**config.mk**
```make
export PLATFORM = sky130hd
export DESIGN_NAME = pwr_mode_ctrl
export DESIGN_NICKNAME = d
export VERILOG_FILES = /design/src/rtl/pmc_pkg.sv /design/src/rtl/pmc_ctrl.sv /design/src/rtl/pmc_datapath.sv /design/src/rtl/pwr_mode_ctrl.sv
export SDC_FILE = /design/constraint.sdc
export NUM_CORES = 1
export LEC_CHECK = 0
export BUFFER_PORTS_ARGS = -buffer_cell sky130_fd_sc_hd__buf_4
export CORE_MARGIN = 8
export CORE_UTILIZATION = 47
export DETAILED_ROUTE_END_ITERATION = 6
export PLACE_DENSITY_LB_ADDON = 0.3
export SETUP_SLACK_MARGIN = 0.02
export SYNTH_ARGS = -nofsm -noshare
export SYNTH_HDL_FRONTEND = slang
export SYNTH_SLANG_ARGS = --single-unit
```
**constraint.sdc**
```tcl
create_clock -name clk -period 2.3 [get_ports clk]
set_input_delay 0.46 -clock clk [delete_from_list [all_inputs] [get_ports clk]]
set_output_delay 0.46 -clock clk [all_outputs]
set_load 0.005 [all_outputs]
```
**src/rtl/pmc_pkg.sv**
```systemverilog
package pmc_pkg;
  typedef enum logic [2:0] {
    MODE_FAST  = 3'd0,
    MODE_SLOW  = 3'd1,
    MODE_IDLE0 = 3'd2,
    MODE_IDLE1 = 3'd3,
    MODE_IDLE2 = 3'd4,
    MODE_SLEEP = 3'd5
  } pmcMode_e;

  typedef enum logic [2:0] {
    ST_RUN, ST_IDLE0, ST_IDLE1, ST_IDLE2, ST_SLEEP
  } pmcState_e;

  // strobes from control to datapath
  typedef struct packed {
    logic hsOn;
    logic subOn;
    logic sysOn;
  } pmcStrobe_t;
endpackage

```
**src/rtl/pmc_ctrl.sv**
```systemverilog
module pmc_ctrl
  import pmc_pkg::*;
(
  input  logic       clk,
  input  logic       rstN,
  input  logic       haltReq,
  input  logic       wakeEvt,
  input  logic       hsIdleEn,
  input  logic       subIdleEn,
  input  logic       hsOscOn,
  input  logic       slowActive,
  output logic [2:0] mode,
  output logic       cpuClkEn,
  output logic       hsClkEn,
  output logic       subClkEn,
  output logic       lircClkEn,
  output pmcStrobe_t strobe
);
  pmcState_e state, haltTarget;

  always_comb begin
    unique case ({hsIdleEn, subIdleEn})
      2'b00:   haltTarget = ST_SLEEP;
      2'b01:   haltTarget = ST_IDLE0;
      2'b11:   haltTarget = ST_IDLE1;
      default: haltTarget = ST_IDLE2;
    endcase
  end

  always_ff @(posedge clk or negedge rstN) begin
    if (!rstN) begin
      state <= ST_RUN;
    end else if (state == ST_RUN) begin
      if (haltReq) state <= haltTarget;
    end else if (wakeEvt) begin
      state <= ST_RUN;
    end
  end

  always_comb begin
    pmcMode_e modeE;
    cpuClkEn     = 1'b0;
    lircClkEn    = 1'b1;
    strobe.hsOn  = 1'b0;
    strobe.subOn = 1'b0;
    strobe.sysOn = 1'b0;
    modeE        = MODE_SLEEP;
    case (state)
      ST_RUN: begin
        cpuClkEn     = 1'b1;
        strobe.hsOn  = slowActive ? hsOscOn : 1'b1;
        strobe.subOn = 1'b1;
        strobe.sysOn = 1'b1;
        modeE        = slowActive ? MODE_SLOW : MODE_FAST;
      end
      ST_IDLE0: begin
        strobe.subOn = 1'b1;
        strobe.sysOn = slowActive;
        modeE        = MODE_IDLE0;
      end
      ST_IDLE1: begin
        strobe.hsOn  = 1'b1;
        strobe.subOn = 1'b1;
        strobe.sysOn = 1'b1;
        modeE        = MODE_IDLE1;
      end
      ST_IDLE2: begin
        strobe.hsOn  = 1'b1;
        strobe.sysOn = !slowActive;
        modeE        = MODE_IDLE2;
      end
      default: modeE = MODE_SLEEP;
    endcase
    mode     = modeE;
    hsClkEn  = strobe.hsOn;
    subClkEn = strobe.subOn;
  end
endmodule

```
**src/rtl/pmc_datapath.sv**
```systemverilog
module pmc_datapath
  import pmc_pkg::*;
#(
  parameter int SEL_W = 3
) (
  input  logic             clk,
  input  logic             rstN,
  input  pmcStrobe_t       strobe,
  input  logic [SEL_W-1:0] clkSel,
  input  logic             subSrcSel,
  input  logic             lircLvl,
  input  logic             lxtLvl,
  output logic             slowActive,
  output logic             sysTick
);
  localparam int NUM_CODES = 1 << SEL_W;
  localparam int NUM_DIV   = NUM_CODES - 1;
  localparam int CNT_W     = (NUM_DIV > 1) ? NUM_DIV - 1 : 1;
  localparam logic [SEL_W-1:0] SLOW_CODE = {SEL_W{1'b1}};

  logic [CNT_W-1:0] limTab [NUM_CODES];
  logic [SEL_W-1:0] activeSel;
  logic [CNT_W-1:0] divCnt;
  logic             subPrev, subLvl, subEdge, boundary;

  // terminal count for each divide code; the sub-clock code has none
  for (genvar g = 0; g < NUM_CODES; g++) begin : g_lim
    if (g < NUM_DIV) begin : g_div
      assign limTab[g] = CNT_W'((1 << g) - 1);
    end else begin : g_sub
      assign limTab[g] = '0;
    end
  end

  assign slowActive = (activeSel == SLOW_CODE);
  assign subLvl     = subSrcSel ? lxtLvl : lircLvl;
  assign subEdge    = strobe.subOn & subLvl & ~subPrev;
  assign boundary   = slowActive ? subEdge
                                 : (strobe.hsOn && divCnt == limTab[activeSel]);
  assign sysTick    = strobe.sysOn & boundary;

  always_ff @(posedge clk or negedge rstN) begin
    if (!rstN) begin
      activeSel <= '0;
      divCnt    <= '0;
      subPrev   <= 1'b0;
    end else begin
      subPrev <= subLvl;
      if (boundary) begin
        activeSel <= clkSel;
        divCnt    <= '0;
      end else if (!slowActive && strobe.hsOn) begin
        divCnt <= divCnt + CNT_W'(1);
      end
    end
  end
endmodule

```
**src/rtl/pwr_mode_ctrl.sv**
```systemverilog
module pwr_mode_ctrl
  import pmc_pkg::*;
#(
  parameter int SEL_W = 3
) (
  input  logic             clk,
  input  logic             rstN,
  input  logic             haltReq,
  input  logic             wakeEvt,
  input  logic             hsIdleEn,
  input  logic             subIdleEn,
  input  logic [SEL_W-1:0] clkSel,
  input  logic             subSrcSel,
  input  logic             hsOscOn,
  input  logic             lircLvl,
  input  logic             lxtLvl,
  output logic [2:0]       mode,
  output logic             cpuClkEn,
  output logic             hsClkEn,
  output logic             subClkEn,
  output logic             lircClkEn,
  output logic             sysTick
);
  pmcStrobe_t strobe;
  logic       slowActive;

  pmc_ctrl u_ctrl (
    .clk(clk), .rstN(rstN), .haltReq(haltReq), .wakeEvt(wakeEvt),
    .hsIdleEn(hsIdleEn), .subIdleEn(subIdleEn), .hsOscOn(hsOscOn),
    .slowActive(slowActive), .mode(mode), .cpuClkEn(cpuClkEn),
    .hsClkEn(hsClkEn), .subClkEn(subClkEn), .lircClkEn(lircClkEn),
    .strobe(strobe)
  );

  pmc_datapath #(.SEL_W(SEL_W)) u_dp (
    .clk(clk), .rstN(rstN), .strobe(strobe), .clkSel(clkSel),
    .subSrcSel(subSrcSel), .lircLvl(lircLvl), .lxtLvl(lxtLvl),
    .slowActive(slowActive), .sysTick(sysTick)
  );
endmodule

```
==> flow_summary.yaml, run 1 <==
run_status:
  status: "finished, violations left"
  violations: "negative setup slack"
synth:
  syn_nets: 126
  ys_seq_area_frac: 0.3385
  synthDistinctLibCells: 33
  synthFlopType: "dfrtp_1"
  yosys-top-cells-area: "dfrtp_1, ha_1, xor2_1"
  synth_cells: 105
  synth_seq_cells: 13
  netlist_area_um2: 960.9
  synth-edff-count: 0
  yosysTopAreaCellShare: 0.3385
  synth-async-reset-ratio: 1.000
  avgSynthCellArea_um2: 9.152
  synth_largest_area_cell: "dfrtp_1"
  yosysWarnings: 0
final_layout:
  num_antenna_cells: 0
  n_fill_cell: 167
  fin_nets: 154
  drive_gt1_frac: 0.3636
  stdcell_area_mm2: 0.001256
  syn_to_final_growth_pct: 30.73
timing:
  setup_slack_ns: -0.03876
  fmax_ghz: 0.4276
  finalCriticalPeriod_ns: 2.339
  final-setup-viol-count: 1
  fin_setup_tns_ns: -0.03876
  drv_slew: 0
  hold_viol: 0
  rsz0062_at_grt: "true"
  clock_skew_ns: 0.001284
  min_period_over_period: 1.017
clocking:
  cts_buffers: 3
  root_buffer: "clkbuf_4"
  cts_hold_buf: 0
  cts_tree: "yes"
  insertion_delay_ns: 0.28
  path_clk_slew_ns: 0.08
  cts_buffer_depth: 2
  clkSinkCount: 13
  cts_max_level: 1
setup_path:
  path_class: "reg -> out"
  arrival_ns: 1.88
  r2r_slack_ns: 0.20
  critPathLaunchType: "register"
  endpoint_kind: "primary output"
  cp_max_fo: 3
  required_ns: 1.84
min_path:
  min-delay-path-class: "in -> async"
grt:
  grt_pass1_wl_mm: 3.629
  grt_pass1_vias: 863
  grt_max_degree: 14
  grt_overflow: 0
  grt.total_usage: 0.1315
  antenna_found_initial: 0
placement:
  dp_slack_ns: 0.05953
  placed_cell_area_mm2: 0.001142
  hpwl_mm: 1.675
  place_congestion: 0.8007
  portBuffers: 19
power_and_ir_drop:
  powerDensity_mw_per_mm2: 1211
  irDropWorstVdd_mv: 0.6598
  leakage_nw: 0.5699
  power_mw: 1.521
routing:
  wire_per_inst_um: 14.14
  drt_wl_total_mm: 2.248
  drtAntennaViolNets: 0
  drt-pass1-iter-count: 4
  vias_per_cell: 5.371
  first_iter_violations: 15
  drc: 0
  vias: 854
floorplanning:
  core_mm2: 0.001942
  start_util: 0.4948
  die_w_um: 61.22
  ioPinCount: 21
  dieArea_mm2: 0.003747
  rows: 16
  die_y_um: 61.22
job:
  drv_cap: 0
[critical path, cell delays in order, from the launching register on]
cell and delay (ns):
dfrtp_1 0.41, ha_2 0.22, or3b_4 0.38, o21ai_2 0.07, a21oi_2 0.09, nor3_2 0.21
or2_1 0.13, buf_6 0.09
[per-layer routing]
layer / global-route usage / up-vias / routed length, um / part of all wire
met5: 0 / - / 0 / 0
met4: 0.09635 / 0 / 36 / 0.016
met3: 0.03132 / 4 / 97 / 0.043
met2: 0.2075 / 21 / 1168 / 0.52
met1: 0.1510 / 407 / 945 / 0.42
li1: - / 422 / - / -
[cell usage in the layout, fill, tap and decap left out, types with 2 or more instances in the layout]
cell | Yosys | layout
inv_2 | 0 | 2
o22ai_1 | 2 | 2
nor2_1 | 3 | 3
or4b_1 | 3 | 3
nand3b_1 | 2 | 2
dfrtp_1 | 13 | 12
xnor2_1 | 2 | 2
nor3_1 | 6 | 5
clkbuf_4 | 0 | 3
xor2_1 | 7 | 6
inv_1 | 10 | 8
buf_4 | 1 | 25
o311ai_1 | 3 | 3
a21oi_1 | 5 | 4
nor3_2 | 1 | 2
ha_2 | 0 | 2
nand3_1 | 3 | 3
nand2_1 | 11 | 11
ha_1 | 8 | 5
o21ai_0 | 7 | 6
nand4_1 | 2 | 2
[power breakdown]
group | internal, mW | switching [mW] | total (mW)
Clock | 0.0673 | 0.0750 | 0.142
Combinational | 0.479 | 0.427 | 0.906
Sequential | 0.316 | 0.157 | 0.473
[cells by family after synthesis]
kind of cell | share of synthesized area
other cells | 0.003903
simple gates | 0.2565
fa+ha+maj | 0.1042
compound gates | 0.1471
buf+inv | 0.05730
xor+xnor | 0.08204
flops | 0.3385
mux | 0.01042
[timing repair]
item,4_1_cts,5_1_grt
pin swaps,7,2
buffers inserted,3,1
gates resized for setup,11,4
setup endpoints to repair,1,1
[worst paths after layout]
check	from	end	cells past startpoint
worst max-delay path	u_dp.activeSel[0]	sysTick	7
worst min-delay path	rstN	u_dp.divCnt[5]	1
worst max register to register	u_dp.activeSel[1]	u_dp.activeSel[2]	8
worst min register to register	u_dp.divCnt[0]	u_dp.divCnt[0]	1
max in group asynchronous	rstN	u_dp.activeSel[1]	1
min in group clk	wakeEvt	u_ctrl.state[1]	2
[state kept, by name (all words and copies together) (netlist names)]
signal / cells
u_dp.divCnt: 6
u_ctrl.state: 3
u_dp.subPrev: 1
u_dp.activeSel: 3
[through the flow]
step,hold WS [ns],util,cells
2_1_floorplan,0.1644,-,105
3_3_place_gp,0.3137,0.5883,151
3_5_place_dp,0.3169,0.5883,151
4_1_cts,0.01397,0.6372,158
5_1_grt,0.01442,0.6469,159
6_report,0.01058,0.6469,159
[area by class of cell]
type	instances	area (um^2)	area share
well taps	27	33.78	0.02689
multi-input cells	79	633.1	0.5040
inverters	10	37.54	0.02988
flip-flops and latches	13	326.6	0.2600
repair buffers	26	198.9	0.1584
clock buffers	4	26.28	0.02092
[synth_stat cells, drive strengths merged (2+ instances only)]
| master | n |
|---|---|
| o311ai | 3 |
| nand4 | 2 |
| xor2 | 7 |
| nor3 | 7 |
| or4b | 3 |
| a21oi | 5 |
| nor2 | 3 |
| xnor2 | 2 |
| buf | 3 |
| nand3 | 3 |
| nand3b | 2 |
| o22ai | 2 |
| ha | 8 |
| o21ai | 7 |
| nand2 | 11 |
| nand2b | 2 |
| inv | 10 |
| dfrtp | 13 |
Note: power is estimated with default switching activity, not from simulation.
==> inputs of run 2 (changes only) <==
--- a/constraint.sdc
+++ b/constraint.sdc
@@ -3,2 +3,2 @@
 set_output_delay 0.46 -clock clk [all_outputs]
-set_load 0.005 [all_outputs]
+set_load 0.02 [all_outputs]
==> run 2 against run 1 <==
Compared with the run above:
- cell area is 1.4% lower
- critical endpoint unchanged
- register-to-register slack better by 0.07 ns
- die area stayed put
- maximum frequency is 2.1% lower
- sequential share of layout area is 0.27 points higher
- clock-buffer cell count stayed put
- first-iteration DRC count is 20% lower
- the run still ends with negative setup slack left
- utilization is 0.90 points lower
- cell count is 1.3% lower
==> flow_summary.yaml, run 2 (synthesis gave the netlist of run 1 again) <==
floorplanning:
  rows: 16
  die_w_um: 61.22
  ioPinCount: 21
  die_y_um: 61.22
  start_util: 0.4948
  core_mm2: 0.001942
  dieArea_mm2: 0.003747
timing:
  hold_viol: 0
  drv_slew: 0
  final-setup-viol-count: 1
  fmax_ghz: 0.4186
  finalCriticalPeriod_ns: 2.389
  fin_setup_tns_ns: -0.08886
  min_period_over_period: 1.039
  rsz0062_at_grt: "true"
  clock_skew_ns: 0.006004
  hold_slack_ns: 0.005194
  setup_slack_ns: -0.08886
run_status:
  status: "finished, violations left"
  violations: "negative setup slack"
power_and_ir_drop:
  power_mw: 1.521
  powerDensity_mw_per_mm2: 1228
  leakage_nw: 0.5640
  irDropWorstVdd_mv: 0.5718
routing:
  drt-pass1-iter-count: 4
  drt_wl_total_mm: 2.284
  vias_per_cell: 5.516
  vias: 866
  drc: 0
  first_iter_violations: 12
  drtAntennaViolNets: 0
  wire_per_inst_um: 14.55
final_layout:
  final_common_cell: "buf_4"
  n_fill_cell: 173
  fin_util: 0.6379
  stdcell_area_mm2: 0.001239
  fin_nets: 152
  largest_register_ffs: 6
  syn_to_final_growth_pct: 28.91
  layout_common_cells: "buf_4, dfrtp_1, nand2_1"
  drive_gt1_frac: 0.3308
  regMostFlops: "u_dp.divCnt"
  reg_top3: "u_dp.divCnt (6), u_ctrl.state (3), u_dp.activeSel (3)"
  num_antenna_cells: 0
  final_cell_count_no_fill: 157
clocking:
  clkSinkCount: 13
  path_clk_slew_ns: 0.09
  cts_buffer_depth: 2
  root_buffer: "clkbuf_4"
  cts_max_level: 1
  cts_tree: "yes"
  cts_buffers: 3
  insertion_delay_ns: 0.28
grt:
  grt_max_degree: 14
  grt_pass1_wl_mm: 3.795
  grt_pass1_vias: 922
  grt.total_usage: 0.1392
  grt_overflow: 0
  antenna_found_initial: 0
setup_path:
  cp_max_fo: 4
  required_ns: 1.84
  reg2regPathDepth: 7
  endpoint_kind: "primary output"
  critPathLaunchType: "register"
  arrival_ns: 1.93
  crit_chain: "inv_2 > ha_4 > xor2_1 > o22ai_1 > a22oi_2 > nor3_4 > or2_1 > buf_6"
  r2r_start: "u_dp.activeSel[1]"
  cp_slowest_cell: "dfrtp_1"
  crit_start: "u_dp.activeSel[1]"
  slowest_delay_ns: 0.43
  path_class: "reg -> out"
placement:
  portBuffers: 19
  dp_slack_ns: 0.01784
  placed_cell_area_mm2: 0.001152
  dp.cells: 151
  hpwl_mm: 1.752
  place_congestion: 0.8246
job:
  drv_cap: 0
min_path:
  min-delay-path-class: "in -> async"
==> run 2: per-layer routing <==
layer	share of wire	wire length, um	vias up	GRT usage
met3	0.036	83	11	0.03132
met4	0.047	108	0	0.1262
met2	0.52	1178	24	0.2478
met5	0	0	-	0
met1	0.40	914	411	0.1292
li1	-	-	420	-
==> run 2: cell type report <==
type,count,area [um^2],share of cell area
inverters,10,37.54,0.03030
flip-flops and latches,13,325.3,0.2626
well taps,27,33.78,0.02727
repair buffers,24,183.9,0.1485
clock buffers,4,26.28,0.02121
multi-input cells,79,631.9,0.5101
==> run 2: power by group <==
part	switching (mW)	internal, mW
registers	0.153	0.314
logic	0.470	0.439
clock network	0.0781	0.0672
==> run 2: path summary, 6_finish.rpt <==
path	endpoint	slack, ns
setup / recovery	sysTick	-0.09
hold / removal	u_dp.divCnt[5]	0.005
setup reg to reg	u_dp.activeSel[2]	0.27
hold reg to reg	u_dp.divCnt[0]	0.60
max in group asynchronous	u_dp.activeSel[2]	2.12
min in group clk	u_ctrl.state[1]	0.37
==> run 2: what timing repair did <==
action                     4_1_cts  5_1_grt
hold buffers                     0        0
pin swaps                        4        3
gates resized for setup          9        1
setup endpoints to repair        1        1
cloned                           0        0
buffers inserted                 2        0
==> run 2: critical path: cells and delay by family (launching register included) <==
family | cells | cell delay [ns]
buffers and inverters | 2 | 0.21
DFF | 1 | 0.43
AOI/OAI and AO/OA | 2 | 0.33
and+or+nand+nor | 2 | 0.27
adders and majority gates | 1 | 0.28
xor gates and xnor gates | 1 | 0.13
